$ cat src/rtl/dtmf_regif_pkg.sv
package dtmf_regif_pkg;

    localparam int unsigned DATA_W = 4;

    // status bits 3..0
    typedef struct packed {
        logic absent;
        logic rx_ready;
        logic tx_free;
        logic irq;
    } stat_t;

    // control register A bits 3..0
    typedef struct packed {
        logic sel_b;
        logic irq_en;
        logic cp_mode;
        logic tone_on;
    } cra_t;

    // control register B bits 3..0
    typedef struct packed {
        logic col_row;
        logic single;
        logic test;
        logic burst;
    } crb_t;

    typedef enum logic [1:0] {
        PH_IDLE  = 2'd0,
        PH_TONE  = 2'd1,
        PH_PAUSE = 2'd2
    } phase_t;

    typedef struct packed {
        logic              wr_data;
        logic              rd_data;
        logic              wr_ctrl;
        logic              rd_stat;
        logic [DATA_W-1:0] val;
    } acc_t;

    function automatic acc_t decode_access(logic rd_new, logic wr_new,
                                           logic sel, logic [DATA_W-1:0] v);
        acc_t a;
        a.wr_data = wr_new & ~sel;
        a.rd_data = rd_new & ~sel;
        a.wr_ctrl = wr_new & sel;
        a.rd_stat = rd_new & sel;
        a.val     = v;
        return a;
    endfunction

endpackage

$ cat src/rtl/dtmf_bus_if.sv
module dtmf_bus_if
    import dtmf_regif_pkg::*;
(
    input  logic              clk,
    input  logic              rst,
    input  logic              cs_n,
    input  logic              rd_n,
    input  logic              wr_n,
    input  logic              rs,
    input  logic [DATA_W-1:0] din,
    output acc_t              acc
);
    logic rd_act, wr_act, rd_prev, wr_prev;

    assign rd_act = ~cs_n & ~rd_n;
    assign wr_act = ~cs_n & ~wr_n;

    always_ff @(posedge clk) begin
        if (rst) begin
            rd_prev <= 1'b0;
            wr_prev <= 1'b0;
        end else begin
            rd_prev <= rd_act;
            wr_prev <= wr_act;
        end
    end

    // one access per strobe assertion
    assign acc = decode_access(rd_act & ~rd_prev, wr_act & ~wr_prev, rs, din);
endmodule

$ cat src/rtl/dtmf_burst_timer.sv
module dtmf_burst_timer
    import dtmf_regif_pkg::*;
#(
    parameter int unsigned TICKS = 25_000_000
) (
    input  logic clk,
    input  logic rst,
    input  logic burst_en,
    input  logic extended,
    input  logic start,
    output logic tone_phase,
    output logic idle,
    output logic done
);
    localparam int unsigned CW = $clog2(2 * TICKS + 1);
    localparam logic [CW-1:0] LEN_N = CW'(TICKS - 1);
    localparam logic [CW-1:0] LEN_X = CW'(2 * TICKS - 1);

    phase_t        ph;
    logic [CW-1:0] cnt;
    logic [CW-1:0] reload;

    assign reload     = extended ? LEN_X : LEN_N;
    assign tone_phase = (ph == PH_TONE);
    assign idle       = (ph == PH_IDLE);
    assign done       = (ph == PH_PAUSE) && (cnt == '0);

    always_ff @(posedge clk) begin
        if (rst || !burst_en) begin
            ph  <= PH_IDLE;
            cnt <= '0;
        end else begin
            unique case (ph)
                PH_IDLE: if (start) begin
                    ph  <= PH_TONE;
                    cnt <= reload;
                end
                PH_TONE: if (cnt == '0) begin
                    ph  <= PH_PAUSE;
                    cnt <= reload;
                end else begin
                    cnt <= cnt - 1'b1;
                end
                PH_PAUSE: if (cnt == '0) begin
                    ph <= PH_IDLE;
                end else begin
                    cnt <= cnt - 1'b1;
                end
                default: ph <= PH_IDLE;
            endcase
        end
    end
endmodule

$ cat src/rtl/dtmf_status_regs.sv
module dtmf_status_regs
    import dtmf_regif_pkg::*;
(
    input  logic              clk,
    input  logic              rst,
    input  logic              rx_valid,
    input  logic [DATA_W-1:0] rx_code,
    input  logic              rx_absent,
    input  logic              rd_data,
    input  logic              rd_stat,
    input  logic              tx_start,
    input  logic              burst_done,
    input  logic              burst_en,
    input  logic              irq_en,
    output stat_t             st,
    output logic [DATA_W-1:0] rx_reg
);
    logic free_evt, irq_evt;

    assign free_evt = burst_done & burst_en;
    assign irq_evt  = irq_en & (rx_valid | rx_absent | free_evt);

    always_ff @(posedge clk) begin
        if (rst) begin
            st     <= '0;
            rx_reg <= '0;
        end else begin
            if (rx_valid) rx_reg <= rx_code;

            if (rx_valid)     st.rx_ready <= 1'b1;
            else if (rd_data) st.rx_ready <= 1'b0;

            if (rx_absent)     st.absent <= 1'b1;
            else if (rx_valid) st.absent <= 1'b0;

            if (!burst_en)                st.tx_free <= 1'b0;
            else if (free_evt)            st.tx_free <= 1'b1;
            else if (rd_stat || tx_start) st.tx_free <= 1'b0;

            if (irq_evt)      st.irq <= 1'b1;
            else if (rd_stat) st.irq <= 1'b0;
        end
    end
endmodule

$ cat src/rtl/dtmf_regif.sv
module dtmf_regif
    import dtmf_regif_pkg::*;
#(
    parameter int unsigned BURST_TICKS = 25_000_000
) (
    input  logic        clk,
    input  logic        rst,
    input  logic        cs_n,
    input  logic        rd_n,
    input  logic        wr_n,
    input  logic        rs,
    input  logic [3:0]  din,
    output logic [3:0]  dout,
    input  logic        rx_valid,
    input  logic [3:0]  rx_code,
    input  logic        rx_absent,
    output logic        irq,
    output logic        tone_en,
    output logic [3:0]  tx_code,
    output logic [3:0]  cfg_a,
    output logic [3:0]  cfg_b
);
    acc_t              acc;
    cra_t              cra;
    crb_t              crb;
    stat_t             st;
    logic [DATA_W-1:0] rx_reg;
    logic [DATA_W-1:0] dout_q;
    logic              tone_phase, t_idle, burst_done, tx_accept, tx_start;

    dtmf_bus_if u_bus (
        .clk(clk), .rst(rst), .cs_n(cs_n), .rd_n(rd_n), .wr_n(wr_n),
        .rs(rs), .din(din), .acc(acc)
    );

    assign tx_accept = acc.wr_data & (~crb.burst | t_idle);
    assign tx_start  = tx_accept & crb.burst;

    dtmf_burst_timer #(.TICKS(BURST_TICKS)) u_timer (
        .clk(clk), .rst(rst), .burst_en(crb.burst), .extended(cra.cp_mode),
        .start(tx_start), .tone_phase(tone_phase), .idle(t_idle),
        .done(burst_done)
    );

    dtmf_status_regs u_stat (
        .clk(clk), .rst(rst), .rx_valid(rx_valid), .rx_code(rx_code),
        .rx_absent(rx_absent), .rd_data(acc.rd_data), .rd_stat(acc.rd_stat),
        .tx_start(tx_start), .burst_done(burst_done), .burst_en(crb.burst),
        .irq_en(cra.irq_en), .st(st), .rx_reg(rx_reg)
    );

    always_ff @(posedge clk) begin
        if (rst) begin
            cra     <= '0;
            crb     <= '0;
            tx_code <= '0;
            dout_q  <= '0;
        end else begin
            if (acc.wr_ctrl) begin
                if (cra.sel_b) begin
                    crb       <= crb_t'(acc.val);
                    cra.sel_b <= 1'b0;
                end else begin
                    cra <= cra_t'(acc.val);
                end
            end
            if (tx_accept)   tx_code <= acc.val;
            if (acc.rd_data) dout_q  <= rx_reg;
            if (acc.rd_stat) dout_q  <= st;
        end
    end

    assign dout    = dout_q;
    assign irq     = st.irq;
    assign tone_en = cra.tone_on & (crb.burst ? tone_phase : 1'b1);
    assign cfg_a   = cra;
    assign cfg_b   = crb;
endmodule

$ cat config.mk
export PLATFORM = sky130hd
export DESIGN_NAME = dtmf_regif
export DESIGN_NICKNAME = d
export VERILOG_FILES = /design/src/rtl/dtmf_regif_pkg.sv /design/src/rtl/dtmf_bus_if.sv /design/src/rtl/dtmf_burst_timer.sv /design/src/rtl/dtmf_status_regs.sv /design/src/rtl/dtmf_regif.sv
export SDC_FILE = /design/constraint.sdc
export NUM_CORES = 1
export LEC_CHECK = 0
export BUFFER_PORTS_ARGS = -buffer_cell sky130_fd_sc_hd__buf_2
export CAP_MARGIN = 5
export CORE_MARGIN = 1.5
export CORE_UTILIZATION = 55
export CTS_BUF_LIST = sky130_fd_sc_hd__clkbuf_8
export CTS_CLUSTER_SIZE = 25
export DETAILED_ROUTE_END_ITERATION = 10
export HOLD_SLACK_MARGIN = 0.1
export PLACE_DENSITY = 0.79
export SLEW_MARGIN = 20
export SYNTH_ARGS = -nofsm -noshare
export SYNTH_HDL_FRONTEND = slang
export SYNTH_SLANG_ARGS = --single-unit
$ cat constraint.sdc
create_clock -name clk -period 2.2 [get_ports clk]
set_input_delay 0.22 -clock clk [delete_from_list [all_inputs] [get_ports clk]]
set_output_delay 0.22 -clock clk [all_outputs]
set_load 0.02 [all_outputs]
After elaboration in Yosys (flattened, before gate mapping). Index checks and enable logic that the tools add are counted.

Word-level logic and storage cells: 88. Register bits after elaboration: 54. Input port bits: 16.

Equality and inequality tests: 6. $add $sub $neg: 1. Reduce and logical (&&, ||, !) cells: 17. Bitwise operators: 24. Muxes and demuxes: 21.

Operator list (count): $mux W26 (4); $pmux W26 S3 (1); $logic_not A26 Y1 (1); $sub A26 B1 Y26 const B (1); $and A1 B1 Y1 (13); $mux W1 (10); $reduce_bool A2 Y1 (5); $mux W4 (2); $not A1 Y1 (8); $mux W2 (3); $pmux W2 S3 (1); $reduce_and A3 Y1 (2); $ne A2 B1 Y1 const B (2); $ne A2 B2 Y1 const B (2); $reduce_and A2 Y1 (2); $or A1 B1 Y1 (3); $reduce_bool A3 Y1 (1); $eq A2 B1 Y1 const B (1); $eq A2 B2 Y1 const B (1); $logic_not A2 Y1 (1); $logic_or A1 B1 Y1 (2); $reduce_or A2 Y1 (1); $logic_and A1 B1 Y1 (1); $logic_not A1 Y1 (1).

Depth between registers and ports, before layout. Gate-level depths: netlist of the first run.

Depth in word-level cells: 9. Gate-level depth with buffers: 10.

By module. From an unflattened synthesis of the first run, not the netlist that was laid out.

Cell total of the unflattened synthesis: 361. Area total of the unflattened synthesis: 3041.7 um^2.

By module, submodules not included: dtmf_burst_timer (cells an instance 246, times used 1, area each 1920.6 um^2, seq. area each 560.5 um^2); dtmf_regif (cells an instance 76, times used 1, area each 695.7 um^2, seq. area each 320.3 um^2); dtmf_status_regs (cells an instance 27, times used 1, area each 302.8 um^2, seq. area each 160.2 um^2); dtmf_bus_if (cells an instance 12, times used 1, area each 122.6 um^2, seq. area each 40.0 um^2).

Least setup slack after synthesis of the first run. OpenSTA, ideal clock, no wires.

Path type: flip-flop to flip-flop. Start point: reg u_timer.cnt[0]. End point: reg u_timer.cnt[18]. Cell stages (with the launch flop): 9. Data required time: 2.078 ns. Period minus slack after synthesis: 2.254 ns. Setup time: 0.122 ns. Path slack: -0.054 ns. Data arrival time: 2.132 ns. Cell sequence: dfxtp_1 -> inv_1 -> ha_1 -> nor4b_1 -> nand4_1 -> o31a_1 -> o21ai_0 -> a21oi_1 -> a311o_1.

Word-level cells in the longest chain between the ends: 3.

Ends and longest elaborated chain: from (decl) (line dtmf_burst_timer.sv:20) `logic [CW-1:0] cnt;`; from (signal assigned) (line dtmf_burst_timer.sv:36) `cnt <= reload;`; from (signal assigned) (line dtmf_burst_timer.sv:40) `cnt <= reload;`; from (signal assigned) (line dtmf_burst_timer.sv:42) `cnt <= cnt - 1'b1;`; $sub A26 B1 Y26 / $logic_not A26 Y1 (equally long branches); $mux W26 (tied with other cells) (line dtmf_burst_timer.sv:44) `PH_PAUSE: if (cnt == '0) begin`; $pmux W26 S3 / $reduce_and A3 Y1 (equally long branches).

Several ways; a longest one is shown, not always the timed one. The select of a mux whose other input is x is not followed. A chain may end at the register's enable or synchronous reset.

Worst setup path in the final report of the first run.
Start point: reg u_timer.cnt[21]. End point: reg u_timer.cnt[25].

The elaborated chain is that of the path after synthesis.

==> results.sh, run 1 <==
export IMPL_status="finished with violations"
export IMPL_violations="setup timing"
export IMPL_yosys_area_top_type="dfxtp_1"
export IMPL_synth_cells=374
export IMPL_fmax_mhz=441
export IMPL_setup_violations=11
export IMPL_dieArea_sq_um=5950
export IMPL_numPortBuffers=33
export IMPL_path_max_fanout=5
export IMPL_arrival_ps=2520
export IMPL_critPathBufInv=1
export IMPL_holdWs_ps=127
export IMPL_grt_setup_unrepaired="yes"
export IMPL_grt_pass1_wl_mm=15.4
export IMPL_power_density_nw_per_um2=414
export IMPL_cp_required_ps=2450
export IMPL_wl_per_cell_um=17.6
export IMPL_max_slew_worst_pin_slew_ps=607
export IMPL_post_dp_hpwl_mm=6.76
export IMPL_start_util_pct=58.0
export IMPL_cpPeakStageDelay_ps=540
export IMPL_drtIter0Drc=239
export IMPL_clkTransAtPathRegs_ps=100
export IMPL_utilization_pct=78.8
export IMPL_cp_top_family="simple AND/OR/NAND/NOR gates"
export IMPL_avgSynthCellArea_sq_um=8.08
export IMPL_grt_pass1_vias=3192
export IMPL_via_count=3373
export IMPL_largest_register_ffs=26
export IMPL_r2r_cells=7
export IMPL_cts_tree="built"
export IMPL_top_register="u_timer.cnt"
export IMPL_p_leak_nw=1.75
export IMPL_multi_input_area_sq_um=2020
export IMPL_syn_nets=396
export IMPL_ir_drop_v=0.000396
export IMPL_finalSetupTns_ps=-311
export IMPL_gp_congestion=0.985
export IMPL_seqCellArea_sq_um=1090
export IMPL_dpl_instance_area_sq_um=3710
export IMPL_start_kind="register"
export IMPL_gr_total_overflow=0
export IMPL_n_fill_cell=369
export IMPL_slowest_stage="or4_4"
export IMPL_chipWidth_um=77.1
export IMPL_ys_async_sr_fraction_pct=0
export IMPL_synth_top_area_share_pct=35.8
export IMPL_diodes=0
export IMPL_antenna_found_initial=0
export IMPL_synth_edff_count=0
export IMPL_area_growth_pct=35.8
export IMPL_ys_warn_count=0
export IMPL_min_period_over_period_pct=103
export IMPL_place_ws_ps=-103
export IMPL_finalWirelength_mm=9.53
export IMPL_path_depth=7
export IMPL_fin_crit_ps=2270
export IMPL_cts_root_buf="clkbuf_8"
export IMPL_ant_nets=0
export IMPL_hold_path_class="in2reg"
export IMPL_ys_ff_latch=54
export IMPL_yosysUniqueCellTypes=62
export IMPL_cap_violations=0
export IMPL_synthFlopType="dfxtp_1"
export IMPL_worstSetupPathType="reg2reg"
export IMPL_slew_headroom_pct=59.4
export IMPL_syn_area_sq_um=3020
export IMPL_skew_ps=7.88
export IMPL_nNetsFinal=494
export IMPL_ios=34
export IMPL_clock_path_buffers=2
export IMPL_via_per_inst=6.22
export IMPL_drive_above_1_share_pct=36.4
export IMPL_cts_num_sinks=54
export IMPL_htreeDepth=2
export IMPL_grt_usage_pct=32.5
export IMPL_drv_slew=0
export IMPL_hold_depth=3
export IMPL_synthTopCellsByArea="dfxtp_1 (36%), mux2i_1 (6.0%), nor2_1 (6.0%), a21oi_1 (5.0%), nor3_1 (3.3%)"
export IMPL_worstSkewPairLatency_ps=310
export IMPL_hold_viol_final=0
export IMPL_worstPathCellList="or4_4 > buf_4 > or2_2 > or4b_4 > nor3_2 > a21oi_1 > o21ai_1"
export IMPL_rows=26
export IMPL_grt_max_degree=27
export IMPL_ys_seq_area_share_pct=35.8
export IMPL_setup_slack_ps=-65.3
export IMPL_coreArea_sq_um=5200
export IMPL_drt_drc_violations_left=0
export IMPL_die_h_um=77.1
export IMPL_crit_path_end_kind="register"
export IMPL_cts_buffers=5
export IMPL_fin_area_sq_um=4100
export IMPL_dr_pass1_iters=5
final timing paths:
check,slack [ps],end,from
setup / recovery,-70,u_timer.cnt[25]$_SDFFE_PP0P_,u_timer.cnt[21]$_SDFFE_PP0P_
hold / removal,130,u_stat.st[3]$_SDFFE_PP0N_,rx_absent
setup reg to reg,-70,u_timer.cnt[25]$_SDFFE_PP0P_,u_timer.cnt[21]$_SDFFE_PP0P_
hold reg to reg,480,u_stat.st[1]$_SDFFE_PP0P_,u_stat.st[1]$_SDFFE_PP0P_
final cells by class:
class	count	area share [%]
multi-input cells	288	49.3
flip-flops and latches	54	26.5
repair buffers	110	18.8
well taps	70	2.14
clock buffers	5	1.68
inverters	13	1.19
clock inverters	2	0.427
cell usage in the layout (no fill, tap or decap), drive strengths merged, types with 4 or more instances in the layout:
master and n:
mux2i 18, o21ai 27, clkbuf 5, nor4 8
or2 4, or4 10, nor3 20, ha 6
nor2 49, a311oi 4, inv 14, or3 10
buf 108, a21oi 30, nand2 22, a31oi 6
nand3 11, dfxtp 54, a211oi 9
power by group:
group,switching [mW],total [mW],internal [mW]
combinational,0.0650,0.114,0.0493
sequential,0.0115,1.01,0.995
clock,0.351,0.578,0.227
cell families (layout without fill, tap and decap cells):
family | Yosys count | in the layout | share of synthesized area, %
compound gates | 105 | 105 | 22.3
xor+xnor | 6 | 6 | 1.74
fa+ha+maj | 6 | 6 | 2.49
buf+inv | 32 | 130 | 4.97
flops | 54 | 54 | 35.8
mux | 19 | 19 | 6.34
simple gates | 152 | 152 | 26.4
layer usage:
metal  wire length (um)  GRT usage (%)
met3                750           7.38
met1               4100           42.9
met2               4450           52.5
met4                222           10.5
met5                  0              0
per-stage QoR:
step / power (mW) / std cells
after global routing: 1.75 / 542
after CTS: 1.70 / 541
after floorplan: 1.09 / 374
after detailed placement: 1.14 / 528
after global placement: 1.14 / 528
final: 1.70 / 542
worst min-delay path: cells and delay by family:
family                 cells  cell delay, ps
buffers and inverters      1              90
AO/OA/AOI/OAI              1              40
AND/OR/NAND/NOR            1              70
cell usage after synthesis (4+ instances only):
master	n
clkbuf_1	10
ha_1	6
nand2_1	22
a31oi_1	6
nand3_1	11
inv_1	12
nor3_1	20
or4_1	8
nor2_1	48
dfxtp_1	54
or3_1	9
a211oi_1	9
nor4_1	8
a21oi_1	30
mux2i_1	18
o21ai_1	10
o21ai_0	15
a311oi_1	4
repair_timing:
action                                  CTS  global route
hold endpoints to repair                  2             0
buffers inserted                          4             1
hold buffers                              2             0
pin swaps                                11             5
gates resized for setup                  33            26
endpoints found under the setup margin   18            23
Note: power is estimated with default switching activity, not from simulation.
==> run 2: changes to the inputs <==
--- a/config.mk
+++ b/config.mk
@@ -13,6 +13,7 @@
 export CTS_CLUSTER_SIZE = 25
 export DETAILED_ROUTE_END_ITERATION = 10
 export HOLD_SLACK_MARGIN = 0.1
+export MAX_ROUTING_LAYER = met4
 export PLACE_DENSITY = 0.79
 export SLEW_MARGIN = 20
 export SYNTH_ARGS = -nofsm -noshare
==> run 2 against run 1 <==
The run still ends with setup timing left. Utilization increased by 5.3 points. Cell area grew 6.7%. Fmax shrank 5.9%. Critical endpoint is now u_timer.cnt[21]$_SDFFE_PP0P_. Worst hold slack worse by 4.4 ps. First-iteration DRC count increased by 65%. Sequential share of layout area fell by 1.6 points. Critical path depth fell by 1. Cell count up 2.2%. Clock skew is 1.5 ps lower. Combinational power about the same.
==> results.sh, run 2 (synthesis gave the netlist of run 1 again) <==
export IMPL_grt_pass1_vias=3271
export IMPL_fin_area_sq_um=4380
export IMPL_path_max_fanout=5
export IMPL_finalWirelength_mm=10.5
export IMPL_place_inst=535
export IMPL_via_count=3491
export IMPL_p_leak_nw=1.86
export IMPL_final_cell_mix="buf_4 (75), dfxtp_1 (48), nor2_1 (42)"
export IMPL_mostFrequentLayoutCell="buf_4"
export IMPL_place_ws_ps=-146
export IMPL_fmax_mhz=415
export IMPL_clock_path_buffers=2
export IMPL_cap_violations=0
export IMPL_fin_crit_ps=2410
export IMPL_area_growth_pct=44.9
export IMPL_ios=34
export IMPL_htreeDepth=2
export IMPL_drtIter0Drc=394
export IMPL_start_util_pct=58.0
export IMPL_numPortBuffers=33
export IMPL_max_slew_worst_pin_slew_ps=451
export IMPL_violations="setup timing"
export IMPL_top_register="u_timer.cnt"
export IMPL_min_period_over_period_pct=109
export IMPL_n_fill_cell=319
export IMPL_post_dp_hpwl_mm=7.14
export IMPL_cts_tree="built"
export IMPL_wl_per_cell_um=19.0
export IMPL_critPathBufInv=0
export IMPL_cts_buffers=5
export IMPL_cts_num_sinks=54
export IMPL_dr_pass1_iters=6
export IMPL_setup_slack_ps=-207
export IMPL_largest_register_ffs=26
export IMPL_worstSetupPathType="reg2reg"
export IMPL_grt_max_degree=26
export IMPL_slew_headroom_pct=69.6
export IMPL_ant_nets=0
export IMPL_setup_violations=22
export IMPL_clkTransAtPathRegs_ps=100
export IMPL_chipWidth_um=77.1
export IMPL_skew_ps=6.39
export IMPL_utilization_pct=84.1
export IMPL_grt_pass1_wl_mm=15.9
export IMPL_hold_viol_final=0
export IMPL_diodes=0
export IMPL_grt_setup_unrepaired="yes"
export IMPL_grt_usage_pct=34.8
export IMPL_cpPeakStageDelay_ps=480
export IMPL_drt_drc_violations_left=0
export IMPL_start_kind="register"
export IMPL_drive_above_1_share_pct=43.2
export IMPL_cp_required_ps=2410
export IMPL_slowest_stage="or3_1"
export IMPL_antenna_found_initial=0
export IMPL_worstPathCellList="or3_1 > or3_4 > or4_4 > o21ai_2 > a21oi_1 > a311oi_1"
export IMPL_power_density_nw_per_um2=383
export IMPL_dpl_instance_area_sq_um=3760
export IMPL_coreArea_sq_um=5200
export IMPL_cp_top_family="simple AND/OR/NAND/NOR gates"
export IMPL_ir_drop_v=0.000344
export IMPL_dieArea_sq_um=5950
export IMPL_gp_congestion=0.984
export IMPL_die_h_um=77.1
export IMPL_final_cells=554
export IMPL_finalSetupTns_ps=-1330
export IMPL_rows=26
export IMPL_drv_slew=0
export IMPL_status="finished with violations"
export IMPL_crit_path_end_kind="register"
export IMPL_worstSkewPairLatency_ps=310
export IMPL_nNetsFinal=506
export IMPL_cts_root_buf="clkbuf_8"
export IMPL_gr_total_overflow=0
export IMPL_arrival_ps=2620
export IMPL_hold_path_class="in2reg"
export IMPL_via_per_inst=6.30
==> run 2: changes by cell type in the layout (fill, tap and decap cells not counted), sizes merged <==
| cell | previous run | this run |
|---|---|---|
| buf | 108 | 120 |
| clkinvlp | 0 | 2 |
| inv | 14 | 12 |
==> run 2: through the flow <==
stage / total power, mW / hold slack (ps)
2_1_floorplan: 1.09 / 297
3_5_place_dp: 1.14 / 419
6_report: 1.68 / 123
4_1_cts: 1.68 / 124
3_3_place_gp: 1.14 / 414
5_1_grt: 1.73 / 139
==> run 2: per-layer routing <==
metal  track usage (%)  vias up  part of all wire [%]
met2              53.7      168                    47
met3              7.02       34                   8.3
met1              45.6     1679                    42
met4              11.3        0                   2.8
li1                  -     1610                     -
met5                 -        -                     0
==> run 2: what timing repair did <==
action                                 CTS  global route
endpoints found under the hold margin    2             0
pin swaps                               14            24
cloned                                   0             0
setup endpoints to repair               20            26
resized for setup                       42            65
hold buffers                             2             0
setup buffers                            3             7
==> run 2: worst min-delay path, cell delays in order <==
cell,delay [ps]
buf_2,80
a21oi_1,40
nor2_1,70
==> run 2: where the power goes <==
group	total [mW]	leakage (nW)	internal (mW)	switching, mW
combinational	0.116	1.39	0.0498	0.0659
sequential	1.01	0.441	0.994	0.0112
clock	0.557	0.0362	0.218	0.339
==> run 2: final cells by class <==
cell class	instances	area [sq um]	share of cell area, %
multi-input combinational	288	2170	49.7
clock buffer	5	68.8	1.57
tap	70	87.6	2.00
inverter	13	53.8	1.23
sequential	54	1090	24.9
timing repair buffer	122	887	20.3
clock inverter	2	15.0	0.343
==> run 2: path summary, 6_finish.rpt <==
check	start	endpoint	slack [ps]	cells past startpoint
setup / recovery	u_timer.cnt[8]$_SDFFE_PP0P_	u_timer.cnt[21]$_SDFFE_PP0P_	-210	6
hold / removal	rx_absent	u_stat.st[3]$_SDFFE_PP0N_	120	3
setup reg to reg	u_timer.cnt[8]$_SDFFE_PP0P_	u_timer.cnt[21]$_SDFFE_PP0P_	-210	6
hold reg to reg	u_stat.st[2]$_SDFFE_PP0P_	u_stat.st[2]$_SDFFE_PP0P_	480	2
